--- config.mk ---
export PLATFORM = sky130hd
export DESIGN_NAME = octal_dac_decoder
export DESIGN_NICKNAME = d
export VERILOG_FILES = /design/src/rtl/octdac_pkg.sv /design/src/rtl/octdac_sync.sv /design/src/rtl/octdac_frame_rx.sv /design/src/rtl/octdac_decode.sv /design/src/rtl/octdac_bank.sv /design/src/rtl/octal_dac_decoder.sv
export SDC_FILE = /design/constraint.sdc
export NUM_CORES = 1
export LEC_CHECK = 0
export BUFFER_PORTS_ARGS = -buffer_cell sky130_fd_sc_hd__buf_2
export CAP_MARGIN = 20
export CORE_MARGIN = 2
export CORE_UTILIZATION = 53
export DETAILED_ROUTE_END_ITERATION = 10
export PLACE_DENSITY = 0.82
export SETUP_SLACK_MARGIN = 0.4
export SLEW_MARGIN = 20
export SYNTH_ARGS = -nofsm -noshare
export SYNTH_HDL_FRONTEND = slang
export SYNTH_SLANG_ARGS = --single-unit
--- constraint.sdc ---
create_clock -name clk -period 2.5 [get_ports clk]
set_input_delay 0.25 -clock clk [delete_from_list [all_inputs] [get_ports clk]]
set_output_delay 0.25 -clock clk [all_outputs]
set_load 0.005 [all_outputs]
--- src/rtl/octdac_pkg.sv ---
package octdac_pkg;

    localparam int FRAME_W = 32;
    localparam int NUM_CH  = 8;
    localparam int DATA_W  = 16;
    localparam int ADDR_W  = 4;
    localparam int CMD_W   = 4;
    localparam int FEAT_W  = 4;
    localparam int CNT_W   = $clog2(FRAME_W + 2);
    localparam int CNT_MAX = FRAME_W + 1;

    typedef enum logic [CMD_W-1:0] {
        CMD_WR_STAGE   = 4'h0,
        CMD_PROMOTE    = 4'h1,
        CMD_WR_PROMALL = 4'h2,
        CMD_WR_PROMONE = 4'h3,
        CMD_CLR_SEL    = 4'h5,
        CMD_AUTO_MASK  = 4'h6,
        CMD_SOFT_RST   = 4'h7
    } cmd_e;

    typedef enum logic [1:0] {
        CLR_ZERO   = 2'b00,
        CLR_MID    = 2'b01,
        CLR_FULL   = 2'b10,
        CLR_IGNORE = 2'b11
    } clr_sel_e;

    typedef struct packed {
        logic              prefix;
        logic [2:0]        spare;
        logic [CMD_W-1:0]  cmd;
        logic [ADDR_W-1:0] addr;
        logic [DATA_W-1:0] data;
        logic [FEAT_W-1:0] feat;
    } frame_t;

    typedef struct packed {
        logic [NUM_CH-1:0] wr_stage;
        logic [NUM_CH-1:0] promote;
        logic [DATA_W-1:0] data;
        logic              set_clr;
        clr_sel_e          clr_sel;
        logic              set_mask;
        logic [NUM_CH-1:0] mask;
        logic              soft_rst;
    } action_t;

    function automatic logic [DATA_W-1:0] clear_value(input clr_sel_e sel);
        logic [DATA_W-1:0] v;
        case (sel)
            CLR_MID:  v = {1'b1, {(DATA_W-1){1'b0}}};
            CLR_FULL: v = {DATA_W{1'b1}};
            default:  v = '0;
        endcase
        return v;
    endfunction

    function automatic logic [NUM_CH-1:0] addr_to_mask(input logic [ADDR_W-1:0] a);
        logic [NUM_CH-1:0] m;
        m = '0;
        if (a == {ADDR_W{1'b1}}) begin
            m = '1;
        end else begin
            for (int i = 0; i < NUM_CH; i++) begin
                if (int'(a) == i) m[i] = 1'b1;
            end
        end
        return m;
    endfunction

endpackage

--- src/rtl/octdac_sync.sv ---
module octdac_sync #(
    parameter int             W      = 1,
    parameter int             STAGES = 2,
    parameter logic [W-1:0]   INIT   = '0
) (
    input  logic         clk,
    input  logic         rst,
    input  logic [W-1:0] d,
    output logic [W-1:0] q
);
    logic [W-1:0] st [STAGES];

    always_ff @(posedge clk) begin
        if (rst) st[0] <= INIT;
        else     st[0] <= d;
    end

    for (genvar k = 1; k < STAGES; k++) begin : g_stage
        always_ff @(posedge clk) begin
            if (rst) st[k] <= INIT;
            else     st[k] <= st[k-1];
        end
    end

    assign q = st[STAGES-1];
endmodule

--- src/rtl/octdac_frame_rx.sv ---
module octdac_frame_rx
    import octdac_pkg::*;
(
    input  logic             clk,
    input  logic             rst,
    input  logic             sclk_s,
    input  logic             frame_n_s,
    input  logic             sdi_s,
    output frame_t           frame,
    output logic             frame_vld,
    output logic [CNT_W-1:0] bit_cnt
);
    logic               sclk_d;
    logic               frame_n_d;
    logic [FRAME_W-1:0] shreg;

    wire sclk_fall  = sclk_d & ~sclk_s;
    wire frame_fall = frame_n_d & ~frame_n_s;
    wire frame_rise = ~frame_n_d & frame_n_s;

    always_ff @(posedge clk) begin
        if (rst) begin
            sclk_d    <= 1'b1;
            frame_n_d <= 1'b1;
            shreg     <= '0;
            bit_cnt   <= '0;
            frame_vld <= 1'b0;
        end else begin
            sclk_d    <= sclk_s;
            frame_n_d <= frame_n_s;
            frame_vld <= frame_rise && (bit_cnt == CNT_W'(FRAME_W));
            if (frame_fall) begin
                bit_cnt <= '0;
            end else if (!frame_n_s && sclk_fall) begin
                shreg <= {shreg[FRAME_W-2:0], sdi_s};
                if (bit_cnt != CNT_W'(CNT_MAX)) bit_cnt <= bit_cnt + 1'b1;
            end
        end
    end

    assign frame = frame_t'(shreg);
endmodule

--- src/rtl/octdac_decode.sv ---
module octdac_decode
    import octdac_pkg::*;
(
    input  frame_t  frame,
    input  logic    frame_vld,
    output action_t act
);
    logic [FRAME_W-1:0] raw;
    logic [NUM_CH-1:0]  sel;

    assign raw = frame;
    assign sel = addr_to_mask(frame.addr);

    always_comb begin
        act      = '0;
        act.data = frame.data;
        if (frame_vld && !frame.prefix) begin
            case (cmd_e'(frame.cmd))
                CMD_WR_STAGE: act.wr_stage = sel;
                CMD_PROMOTE:  act.promote  = sel;
                CMD_WR_PROMALL: begin
                    act.wr_stage = sel;
                    act.promote  = (sel != '0) ? '1 : '0;
                end
                CMD_WR_PROMONE: begin
                    act.wr_stage = sel;
                    act.promote  = sel;
                end
                CMD_CLR_SEL: begin
                    act.set_clr = 1'b1;
                    act.clr_sel = clr_sel_e'(frame.feat[1:0]);
                end
                CMD_AUTO_MASK: begin
                    act.set_mask = 1'b1;
                    act.mask     = raw[NUM_CH-1:0];
                end
                CMD_SOFT_RST: act.soft_rst = 1'b1;
                default: ;
            endcase
        end
    end
endmodule

--- src/rtl/octdac_bank.sv ---
module octdac_bank
    import octdac_pkg::*;
(
    input  logic                     clk,
    input  logic                     rst,
    input  action_t                  act,
    input  logic                     ld_fall,
    input  logic                     clr_lvl,
    output logic [NUM_CH*DATA_W-1:0] dac_flat,
    output logic [NUM_CH*DATA_W-1:0] stage_flat,
    output logic                     clr_force
);
    clr_sel_e          clr_sel_q;
    logic [NUM_CH-1:0] mask_q;
    logic [DATA_W-1:0] clr_val;
    logic              wipe;

    assign clr_force = clr_lvl && (clr_sel_q != CLR_IGNORE);
    assign clr_val   = clear_value(clr_sel_q);
    assign wipe      = rst || act.soft_rst;

    always_ff @(posedge clk) begin
        if (wipe) begin
            clr_sel_q <= CLR_ZERO;
            mask_q    <= '0;
        end else begin
            if (act.set_clr)  clr_sel_q <= act.clr_sel;
            if (act.set_mask) mask_q    <= act.mask;
        end
    end

    for (genvar i = 0; i < NUM_CH; i++) begin : g_ch
        logic [DATA_W-1:0] stage_q;
        logic [DATA_W-1:0] dac_q;
        logic [DATA_W-1:0] stage_n;
        logic              do_promote;

        assign stage_n    = act.wr_stage[i] ? act.data : stage_q;
        assign do_promote = act.promote[i] | ld_fall | (mask_q[i] & act.wr_stage[i]);

        always_ff @(posedge clk) begin
            if (wipe) begin
                stage_q <= '0;
                dac_q   <= '0;
            end else if (clr_force) begin
                stage_q <= clr_val;
                dac_q   <= clr_val;
            end else begin
                stage_q <= stage_n;
                if (do_promote) dac_q <= stage_n;
            end
        end

        assign dac_flat[i*DATA_W +: DATA_W]   = dac_q;
        assign stage_flat[i*DATA_W +: DATA_W] = stage_q;
    end
endmodule

--- src/rtl/octal_dac_decoder.sv ---
module octal_dac_decoder
    import octdac_pkg::*;
#(
    parameter int SYNC_STAGES = 2
) (
    input  logic                     clk,
    input  logic                     rst,
    input  logic                     sclk,
    input  logic                     frame_n,
    input  logic                     sdi,
    input  logic                     load_n,
    input  logic                     clear_n,
    output logic [NUM_CH*DATA_W-1:0] dac_code
);
    localparam int PINS = 5;

    logic [PINS-1:0]          pins_s;
    frame_t                   frame;
    logic [FRAME_W-1:0]       frame_raw;
    logic                     frame_vld;
    logic [CNT_W-1:0]         bit_cnt;
    action_t                  act;
    logic                     load_d;
    logic                     ld_fall;
    logic                     clr_force;
    logic [NUM_CH*DATA_W-1:0] stage_flat;

    octdac_sync #(
        .W      (PINS),
        .STAGES (SYNC_STAGES),
        .INIT   (5'b11011)
    ) u_sync (
        .clk (clk),
        .rst (rst),
        .d   ({sclk, frame_n, sdi, load_n, clear_n}),
        .q   (pins_s)
    );

    octdac_frame_rx u_rx (
        .clk       (clk),
        .rst       (rst),
        .sclk_s    (pins_s[4]),
        .frame_n_s (pins_s[3]),
        .sdi_s     (pins_s[2]),
        .frame     (frame),
        .frame_vld (frame_vld),
        .bit_cnt   (bit_cnt)
    );

    assign frame_raw = frame;

    octdac_decode u_dec (
        .frame     (frame),
        .frame_vld (frame_vld),
        .act       (act)
    );

    always_ff @(posedge clk) begin
        if (rst) load_d <= 1'b1;
        else     load_d <= pins_s[1];
    end
    assign ld_fall = load_d & ~pins_s[1];

    octdac_bank u_bank (
        .clk        (clk),
        .rst        (rst),
        .act        (act),
        .ld_fall    (ld_fall),
        .clr_lvl    (~pins_s[0]),
        .dac_flat   (dac_code),
        .stage_flat (stage_flat),
        .clr_force  (clr_force)
    );
endmodule

* Word-level counts from Yosys, hierarchy flattened
Memories as Yosys holds them, arrays and structs flattened.
Cells that the tools add are included.
** Word-level totals
- Flip-flop bits (word level) :: 308
- Latch bits :: 0
- RAM bits :: 10
- ROM bits :: 0
- Input bits :: 7
- Logic and storage cells :: 159
- Memories :: 1
** Operators by class
- Add/subtract/negate cells :: 1
- Multipliers :: 0
- Div/mod/pow operators :: 0
- $lt $le $gt $ge :: 0
- Equal/unequal tests :: 19
- Shift-type cells :: 0
- Multiplexer cells :: 55
- Bitwise gates (word level) :: 36
- Reduce and logical (&&, ||, !) cells :: 23
** Memories
- u_sync.st :: depth 2, bits a word 5, read ports 2, clocked after memory_dff 0, wr ports 2, RTL line octdac_sync.sv:11 : logic [W-1:0] st [STAGES];
** Operator list (number)
- 16-bit 2-to-1 mux :: 33
- 16-bit case mux with 2 select lines :: 1
- 8-bit 2-to-1 mux :: 3
- 4-bit by 3-bit equality test with 1-bit output (second input constant) :: 5
- 4-bit equality test (second input constant) :: 5
- 1-bit bitwise OR :: 18
- 8-bit case mux with 2 select lines :: 1
- 2-bit nonzero test :: 8
- 13-bit 2-to-1 mux :: 1
- 1-bit AND :: 12
- 4-bit by 2-bit equality test with 1-bit output (second input constant) :: 3
- 1-bit 2-to-1 mux :: 12
- 5-bit 2-to-1 mux :: 2
- 9-bit 2-to-1 mux :: 1
- 4-bit zero test :: 2
- 8-bit nonzero test :: 1
- 6-bit by 1-bit adder with 6-bit output (second input constant) :: 1
- 6-bit equality test (second input constant) :: 1
- 6-bit != test (second input constant) :: 1
- 1-bit inverter :: 6
- 4-bit by 1-bit equality test with 1-bit output (second input constant) :: 1
- 1-bit logical AND :: 4
- 2-bit AND reduction :: 2
- 2-bit OR reduction :: 2
- 7 further kinds :: 8

* Logic depth before layout (Yosys ltp)
Gate-level depths: netlist of run 1.
- Depth after elaboration :: 11
- Depth in mapped cells :: 9

* Modules after synthesis
From an unflattened synthesis of run 1, not the netlist that was laid out.
** Second synthesis, totals
- Cells, all modules :: 1359
- Area total of the unflattened synthesis :: 13286.5 um^2
** Modules (own cells, without submodules)
- octdac_bank :: times used 1, cells an instance 1058, area each 10826.6 um^2, seq. area each 5325.1 um^2
- octdac_frame_rx :: times used 1, cells an instance 189, area each 1549.0 um^2, seq. area each 820.8 um^2
- octdac_decode :: times used 1, cells an instance 88, area each 609.3 um^2, seq. area each 0.0 um^2
- octdac_sync :: times used 1, cells an instance 20, area each 262.8 um^2, seq. area each 200.2 um^2
- octal_dac_decoder :: times used 1, cells an instance 4, area each 38.8 um^2, seq. area each 20.0 um^2

* Least setup slack after synthesis of run 1
Ideal clock, no wire load.
- Kind :: flip-flop to flip-flop
- From :: reg u_rx.shreg[31], in the netlist u_rx.frame[31]
- To :: reg u_bank.g_ch[6].dac_q[10]
- Setup time :: 0.121 ns
- Arrival time :: 2.179 ns
- Data required time :: 2.379 ns
- Path slack :: 0.201 ns
- Stages on the path, launching flop included :: 8
- Path through :: dfxtp_1 or4b_1 buf_4 nor4_4 a221o_1 buf_4 buf_4 mux2_2
** On the way
- Word-level cells in the longest chain between the ends :: 6
- Elaborated cells between the ends (all ways) :: 12
- Those cells by class :: 5 x mux; 3 x bitwise; 4 x reduce/logical
** RTL lines
- start, declared :: RTL line octdac_frame_rx.sv:15 : logic [FRAME_W-1:0] shreg;
- start signal, assigned :: RTL line octdac_frame_rx.sv:35 : shreg <= {shreg[FRAME_W-2:0], sdi_s};
- 1-bit zero test (*) :: RTL line octdac_decode.sv:17 : if (frame_vld && !frame.prefix) begin
- 1-bit logical AND (*) :: RTL line octdac_decode.sv:17
- 16-bit 2-to-1 mux :: RTL line octdac_decode.sv:17
- 16-bit 2-to-1 mux, or another cell as far along :: RTL line octdac_bank.sv:38 : assign stage_n = act.wr_stage[i] ? act.data : stage_q;
- 16-bit 2-to-1 mux / 1-bit bitwise OR (equally long branches) :: RTL line octdac_bank.sv:50, octdac_bank.sv:39
- 16-bit 2-to-1 mux / 2-bit nonzero test (equally long branches)
- end signal, assigned :: RTL line octdac_bank.sv:47 : dac_q <= clr_val;
- end signal, assigned :: RTL line octdac_bank.sv:50 : if (do_promote) dac_q <= stage_n;
- end, declared :: RTL line octdac_bank.sv:34 : logic [DATA_W-1:0] dac_q;
Mark *: on every way between the ends. The rest lies on a longest branch, timed or not. The select of a mux whose other input is x is not followed.
A chain may end at the register's enable or synchronous reset.

* Worst setup path after layout of run 1
- From :: reg u_rx.shreg[27], in the netlist u_rx.frame[27]
- To :: reg u_bank.g_ch[3].dac_q[3]
** On the way
- Word-level cells in the longest chain between the ends :: 7
- Elaborated cells between the ends (all ways) :: 20
- Those cells by class :: 4 x eq/ne; 8 x mux; 3 x bitwise; 5 x reduce/logical
** RTL lines
- 4-bit by 1-bit equality test with 1-bit output, or another cell as far along :: RTL line octdac_decode.sv:18 : case (cmd_e'(frame.cmd))
- 2-bit OR reduction (no line) / 3-bit OR reduction (equally long branches)
- 8-bit case mux with 2 select lines / 8-bit 2-to-1 mux (equally long branches) :: RTL line octdac_decode.sv:18
- 16-bit 2-to-1 mux :: RTL line octdac_decode.sv:17
- 1-bit bitwise OR, or another cell as far along :: RTL line octdac_bank.sv:39 : assign do_promote = act.promote[i] | ld_fall | (mask_q[i] & act.wr_stage[i]);
- 1-bit bitwise OR / 16-bit 2-to-1 mux (equally long branches) :: RTL line octdac_bank.sv:39, octdac_bank.sv:50
- 2-bit nonzero test (no line) / 16-bit 2-to-1 mux (equally long branches)
- end signal, assigned :: RTL line octdac_bank.sv:47
- end signal, assigned :: RTL line octdac_bank.sv:50
- end, declared :: RTL line octdac_bank.sv:34
Parallel ways exist; a longest one is shown, timed or not. The select of a mux whose other input is x is not followed.

==> flow_summary.toml, run 1 <==
[sta]
period_minus_slack_ns = 2.197
skew_ns = 0.009973
maxSlewViolCount = 0
grt_setup_unrepaired = "true"
worst_slack_ns = 0.3033
fin_crit_sh_pct = 87.87
tightest_slew_ns = 0.9692
maxSlewHeadroom_pct = 35.15
hold_viol_final = 0
setup_viol = 0
setup_tns_ns = 0
fmax_mhz = 455.2

[grt]
met1_usage_pct = 37.21
grt_remaining_overflow = 0
grt_use_met3_pct = 4.154
grt_pass1_wl_microns = 52940
antenna_found_initial = 0
grt_pass1_vias = 9994
grtUsageTotal_pct = 27.04
grt_use_met2_pct = 42.88
grt_max_degree = 72
busiest_layer = "met2"

[drt]
ant_nets = 0
drtIter0Drc = 1012
viasPerCell = 5.939
via_count = 10560
wirelength_microns = 35900
drc = 0
post_drt_wl_per_cell_microns = 20.19
first_pass_iters = 6

[worst_setup_path]
cpPeakStageDelay_ns = 0.53
worstPathCellList = "or4b_4, buf_8, nor4_4, buf_6, buf_12, bufbuf_16, o311a_1, mux2_2"
crit_buf_inv = 4
startpoint_type = "flip-flop"
worstSetupPathType = "reg -> reg"
r2r_cells = 8
rrSetupSlack_ns = 0.30
worstPathMaxFanout = 8
worstPathRequired_ns = 3.01
crit_start = "u_rx.frame[27]"
crit_path_end_kind = "flip-flop"
r2r-start = "u_rx.frame[27]"
r2r_end = "u_bank.g_ch[3].dac_q[3]"
crit_family = "buffers and inverters"
critPathSlowestCell = "or4b_4"
arrival_ns = 2.70

[cts]
clock_latency_ns = 0.56
clkTransAtPathRegs_ns = 0.07
root_buffer = "clkbuf_16"
ctsHtreeMaxLevel = 1
cts_made_buffers = 31
clock_sinks = 318
cts_buffer_depth = 3
cts_tree = "yes"

[power]
power.leakage_uw = 0.006662
peakVddDrop_uv = 497.8
power.total_uw = 10940
powerDensity_nw_per_um2 = 681.5

[run]
drv_cap = 0

[logic_synthesis]
netlist_area_sq_um = 12370
synth_flop_cell = "dfxtp_1"
synth_cells = 1280
ys_ff_latch = 318
synth_edf_count = 0
syn_area_per_cell_sq_um = 9.663
yosysUniqueCellTypes = 63
ys_async_sr_fraction_pct = 0
synth_largest_area_cell = "dfxtp_1"
ys_warn_count = 0
synth_top_area_share_pct = 51.47
yosysSeqAreaShare_pct = 51.47
synthTopCellsByArea = "dfxtp_1 (51%), mux2_2 (7.9%), nand2_1 (6.4%), and2_1 (4.9%), a21oi_1 (3.2%)"
syn_nets = 1292

[layout]
seqCellArea_sq_um = 6376
final.fill_count = 1552
multiInputGateArea_sq_um = 6240
finalCoreUtilization_pct = 70.48
nets = 1453
final_cell_count_no_fill = 1778
syn_to_final_growth_pct = 29.79
final_common_cell = "dfxtp_1"
drive_gt1_share_pct = 34.08
mostFrequentLayoutCells = "dfxtp_1 (312), nand2_1 (172), buf_2 (134)"

[place]
pre_cts_ws_ns = 0.2064
dp_cells = 1676
place_congestion = 0.8937
dp_hpwl_microns = 19600
port_buffers = 134

[outcome]
outcome = "finished, final reports clean"

[worst_hold_path]
min_from = "rst"
holdPathEnd = "u_rx.frame[25]"
min_path_type = "in -> reg"
hold_path_depth = 2

[floorplanning]
die_w_microns = 156.8
die_h_microns = 156.8
design.core.area_sq_um = 22780
dieArea_sq_um = 24570
start_util_pct = 54.30
num_rows = 55
boundaryPins = 135
## layer usage
metal	wire length (microns)	vias up
li1	-	4848
met1	15050	5116
met2	16590	482
met3	2690	114
met4	1571	0
met5	0	-
## worst max path at each step
stage	endpoint	slack, ns	cells after the start
final	u_bank.g_ch[3].dac_q[3]	0.30	8
after global routing	u_bank.g_ch[3].dac_q[3]	0.25	8
after detailed placement	u_bank.g_ch[0].dac_q[2]	0.21	7
after floorplan	u_bank.g_ch[6].dac_q[10]	0.29	7
after global placement	u_bank.g_ch[3].dac_q[11]	0.22	7
after CTS	u_bank.g_ch[3].dac_q[11]	0.30	8
## flip-flops by register name, indices dropped and copies added (netlist names)
name and count:
u_bank.g_ch.dac_q 128, u_rx.frame_n_d 1, load_d 1, u_rx.bit_cnt 6, u_sync.st 10, u_rx.frame 32, u_bank.g_ch.stage_q 128, u_bank.clr_sel_q 2
u_bank.mask_q 8, u_rx.sclk_d 1, u_rx.frame_vld 1
## through the flow
step | cell area, sq um | hold WS (ns)
after floorplan | 12560 | 0.3538
after global placement | 13710 | 0.3943
after detailed placement | 13710 | 0.3928
after CTS | 15390 | 0.06374
after global routing | 16050 | 0.09230
final | 16050 | 0.09045
## Yosys cell counts (9+ instances only)
master      n
buf_2      24
a211oi_1   42
dfxtp_1   318
a311o_1    17
nand2_1   210
nor3_1     45
nor2_1     55
o22ai_1    17
o311ai_0   16
mux2_2     87
or2_2      13
a311oi_1   16
and2_1     97
buf_1       9
clkbuf_1   72
a31oi_1     9
mux2_1      9
a21oi_1    79
o311a_1    31
nand3_1    10
mux2i_1    16
## power by group
part | total, uW | internal (uW) | switching (uW)
clock | 4760 | 2780 | 1980
combinational | 848 | 385 | 463
sequential | 5330 | 5250 | 82.1
## final cells by class
class                   count  area share (%)
clock inverters            12           1.029
multi-input cells         843           38.87
repair buffers            240           12.44
clock buffers              44           5.323
well taps                 313           2.440
inverters                   7          0.1637
flip-flops and latches    318           39.72
diodes                      1         0.01559
## cell families after synthesis
kind of cell / Yosys count / synth area share [%]
buffers and inverters: 120 / 4.158
and+or+nand+nor: 462 / 18.11
adders and majority gates: 5 / 0.5058
xor gates and xnor gates: 8 / 0.5665
DFF: 318 / 51.47
AOI/OAI and AO/OA: 255 / 15.15
muxes: 112 / 10.04
## what timing repair did
action,in CTS,in global routing
cloned,10,5
hold endpoints to repair,5,0
hold buffers,5,0
buffers inserted,15,10
resized for setup,83,104
pin swaps,46,20
setup endpoints to repair,120,160
Power figures use the tool's default switching activity.
==> run 2, diff against run 1 <==
--- a/config.mk
+++ b/config.mk
@@ -7,12 +7,15 @@
 export LEC_CHECK = 0
 export BUFFER_PORTS_ARGS = -buffer_cell sky130_fd_sc_hd__buf_2
 export CAP_MARGIN = 20
+export CORE_ASPECT_RATIO = 0.75
 export CORE_MARGIN = 2
 export CORE_UTILIZATION = 53
 export DETAILED_ROUTE_END_ITERATION = 10
 export PLACE_DENSITY = 0.82
+export RECOVER_POWER = 25
 export SETUP_SLACK_MARGIN = 0.4
 export SLEW_MARGIN = 20
 export SYNTH_ARGS = -nofsm -noshare
 export SYNTH_HDL_FRONTEND = slang
+export SYNTH_HIERARCHICAL = 1
 export SYNTH_SLANG_ARGS = --single-unit
==> flow_summary.toml, run 2 <==
[worst_setup_path]
startpoint_type = "flip-flop"
crit_start = "u_rx/frame[23]"
crit_path_end_kind = "flip-flop"
r2r-start = "u_rx/frame[23]"
worstSetupPathType = "reg -> reg"
worstPathRequired_ns = 2.93
arrival_ns = 2.71
worstPathMaxFanout = 17

[drt]
drtIter0Drc = 1329
ant_nets = 0
viasPerCell = 6.090
wirelength_microns = 40450
via_count = 11194
post_drt_wl_per_cell_microns = 22.01
first_pass_iters = 6
drc = 0

[logic_synthesis]
synthTopCellsByArea = "dfxtp_1 (48%), mux2_2 (11%), o22ai_2 (7.5%), nand2_1 (5.6%), o21ai_0 (4.8%)"
synth_cells = 1359
syn_area_per_cell_sq_um = 9.777
synth_edf_count = 0
ys_warn_count = 6
synth_largest_area_cell = "dfxtp_1"
yosysUniqueCellTypes = 58
netlist_area_sq_um = 13290
synth_top_area_share_pct = 47.91
yosys.cell_count.top_type = "dfxtp_1"
synth_common_cells = "dfxtp_1 (318), nand2_1 (199), nor2_1 (148), mux2_2 (128), o21ai_0 (127)"
yosysSeqAreaShare_pct = 47.91
ys_ff_latch = 318
ys_async_sr_fraction_pct = 0
syn_nets = 1371
synth_flop_cell = "dfxtp_1"

[floorplanning]
num_rows = 50
boundaryPins = 135
die_h_microns = 141.1
design.core.area_sq_um = 24770
start_util_pct = 53.63
dieArea_sq_um = 26360
die_w_microns = 186.8

[worst_hold_path]
min_from = "u_sync/st[0][0]"
min_path_type = "reg -> reg"

[sta]
skew_ns = 0.009856
tightest_slew_ns = 0.8302
fin_crit_sh_pct = 91.17
grt_setup_unrepaired = "true"
period_minus_slack_ns = 2.279
hold_ws_ns = 0.4047
maxSlewViolCount = 0
fmax_mhz = 438.8
maxSlewHeadroom_pct = 44.58
setup_tns_ns = 0
setup_viol = 0
hold_viol_final = 0

[cts]
clock_sinks = 318
ctsHtreeMaxLevel = 1
root_buffer = "clkbuf_16"
cts_buffer_depth = 3
cts_tree = "yes"
clkTransAtPathRegs_ns = 0.07
clock_latency_ns = 0.55
cts_made_buffers = 30

[place]
dp_hpwl_microns = 20310
dp_cells = 1750
place_congestion = 0.9204
port_buffers = 134
placed_area_sq_um = 14120

[layout]
antennaDiodeCount = 0
fin_area_sq_um = 16440
syn_to_final_growth_pct = 23.73
mostFrequentLayoutCells = "dfxtp_1 (309), nand2_1 (199), nor2_1 (143)"
nets = 1489
final_cell_count_no_fill = 1838
final_common_cell = "dfxtp_1"
drive_gt1_share_pct = 39.47

[grt]
grt_max_degree = 56
grt_pass1_wl_microns = 54770
antenna_found_initial = 0
grt_pass1_vias = 10023
grt_remaining_overflow = 0
grtUsageTotal_pct = 25.76

[run]
drv_cap = 0

[outcome]
outcome = "finished, final reports clean"

[power]
powerDensity_nw_per_um2 = 681.9
power.leakage_uw = 0.006198
peakVddDrop_uv = 563.7
[run 2: layer usage]
| layer | global-route usage (%) | wire length, microns |
|---|---|---|
| met4 | 9.482 | 1925 |
| met5 | 0 | 0 |
| met1 | 35.84 | 16350 |
| met2 | 40.46 | 18510 |
| met3 | 4.282 | 3665 |
[run 2: final cells by class]
class | count | area, sq um
fillers | 1701 | 8334
multi-input cells | 906 | 6940
flip-flops and latches | 318 | 6392
repair buffers | 212 | 1593
clock buffers | 45 | 928.4
well taps | 338 | 422.9
clock inverters | 10 | 128.9
inverters | 9 | 33.78
[run 2: worst max-delay path, stage by stage (launching register included)]
cell and delay [ns]:
dfxtp_4 0.39, nor4b_1 0.60, nor2_1 0.19, nor2_4 0.16
buf_12 0.17, mux2_2 0.34, o21ai_1 0.20, o22ai_1 0.11
[run 2: worst paths after layout]
path | end | slack [ns] | cells after the start
max | u_bank/g_ch[1].dac_q[14] | 0.22 | 7
min | u_sync/st[1][0] | 0.40 | 1
max reg2reg | u_bank/g_ch[1].dac_q[14] | 0.22 | 7
min reg2reg | u_sync/st[1][0] | 0.40 | 1
[run 2: timing repair]
| action | CTS | global route |
|---|---|---|
| endpoints found under the setup margin | 193 | 253 |
| hold buffers | 5 | 0 |
| gates cloned | 3 | 7 |
| hold endpoints to repair | 5 | 0 |
| resized for setup | 57 | 244 |
| setup buffers | 1 | 17 |
| pin swaps | 4 | 22 |
[run 2: through the flow]
| stage | setup WS [ns] | power (uW) | util, % |
|---|---|---|---|
| floorplan | 0.3997 | 6009 | - |
| global placement | 0.2039 | 6200 | 56.99 |
| global route | 0.2806 | 11520 | 66.36 |
| CTS | 0.3200 | 10990 | 61.99 |
| detailed placement | 0.1004 | 6230 | 56.99 |
| finish | 0.2209 | 11210 | 66.36 |
[run 2: report_power, final]
part	internal, uW	total, uW	switching, uW	leakage, uW
logic	435	1060	620	0.00308
registers	5240	5320	77.8	0.00259
clock network	2860	4840	1970	0.000529
total	8540	11200	2670	0.00620
[run 2: cells by family (layout without fill, tap and decap cells)]
logic type                 Yosys count  after routing  share of synthesized area (%)
AOI/OAI and AO/OA                  332            332                          18.94
buffers and inverters              140            276                          6.535
and+or+nand+nor                    422            427                          14.26
muxes                              140            140                          11.75
xor gates and xnor gates             2              2                         0.1319
adders and majority gates            5              5                         0.4709
DFF                                318            318                          47.91
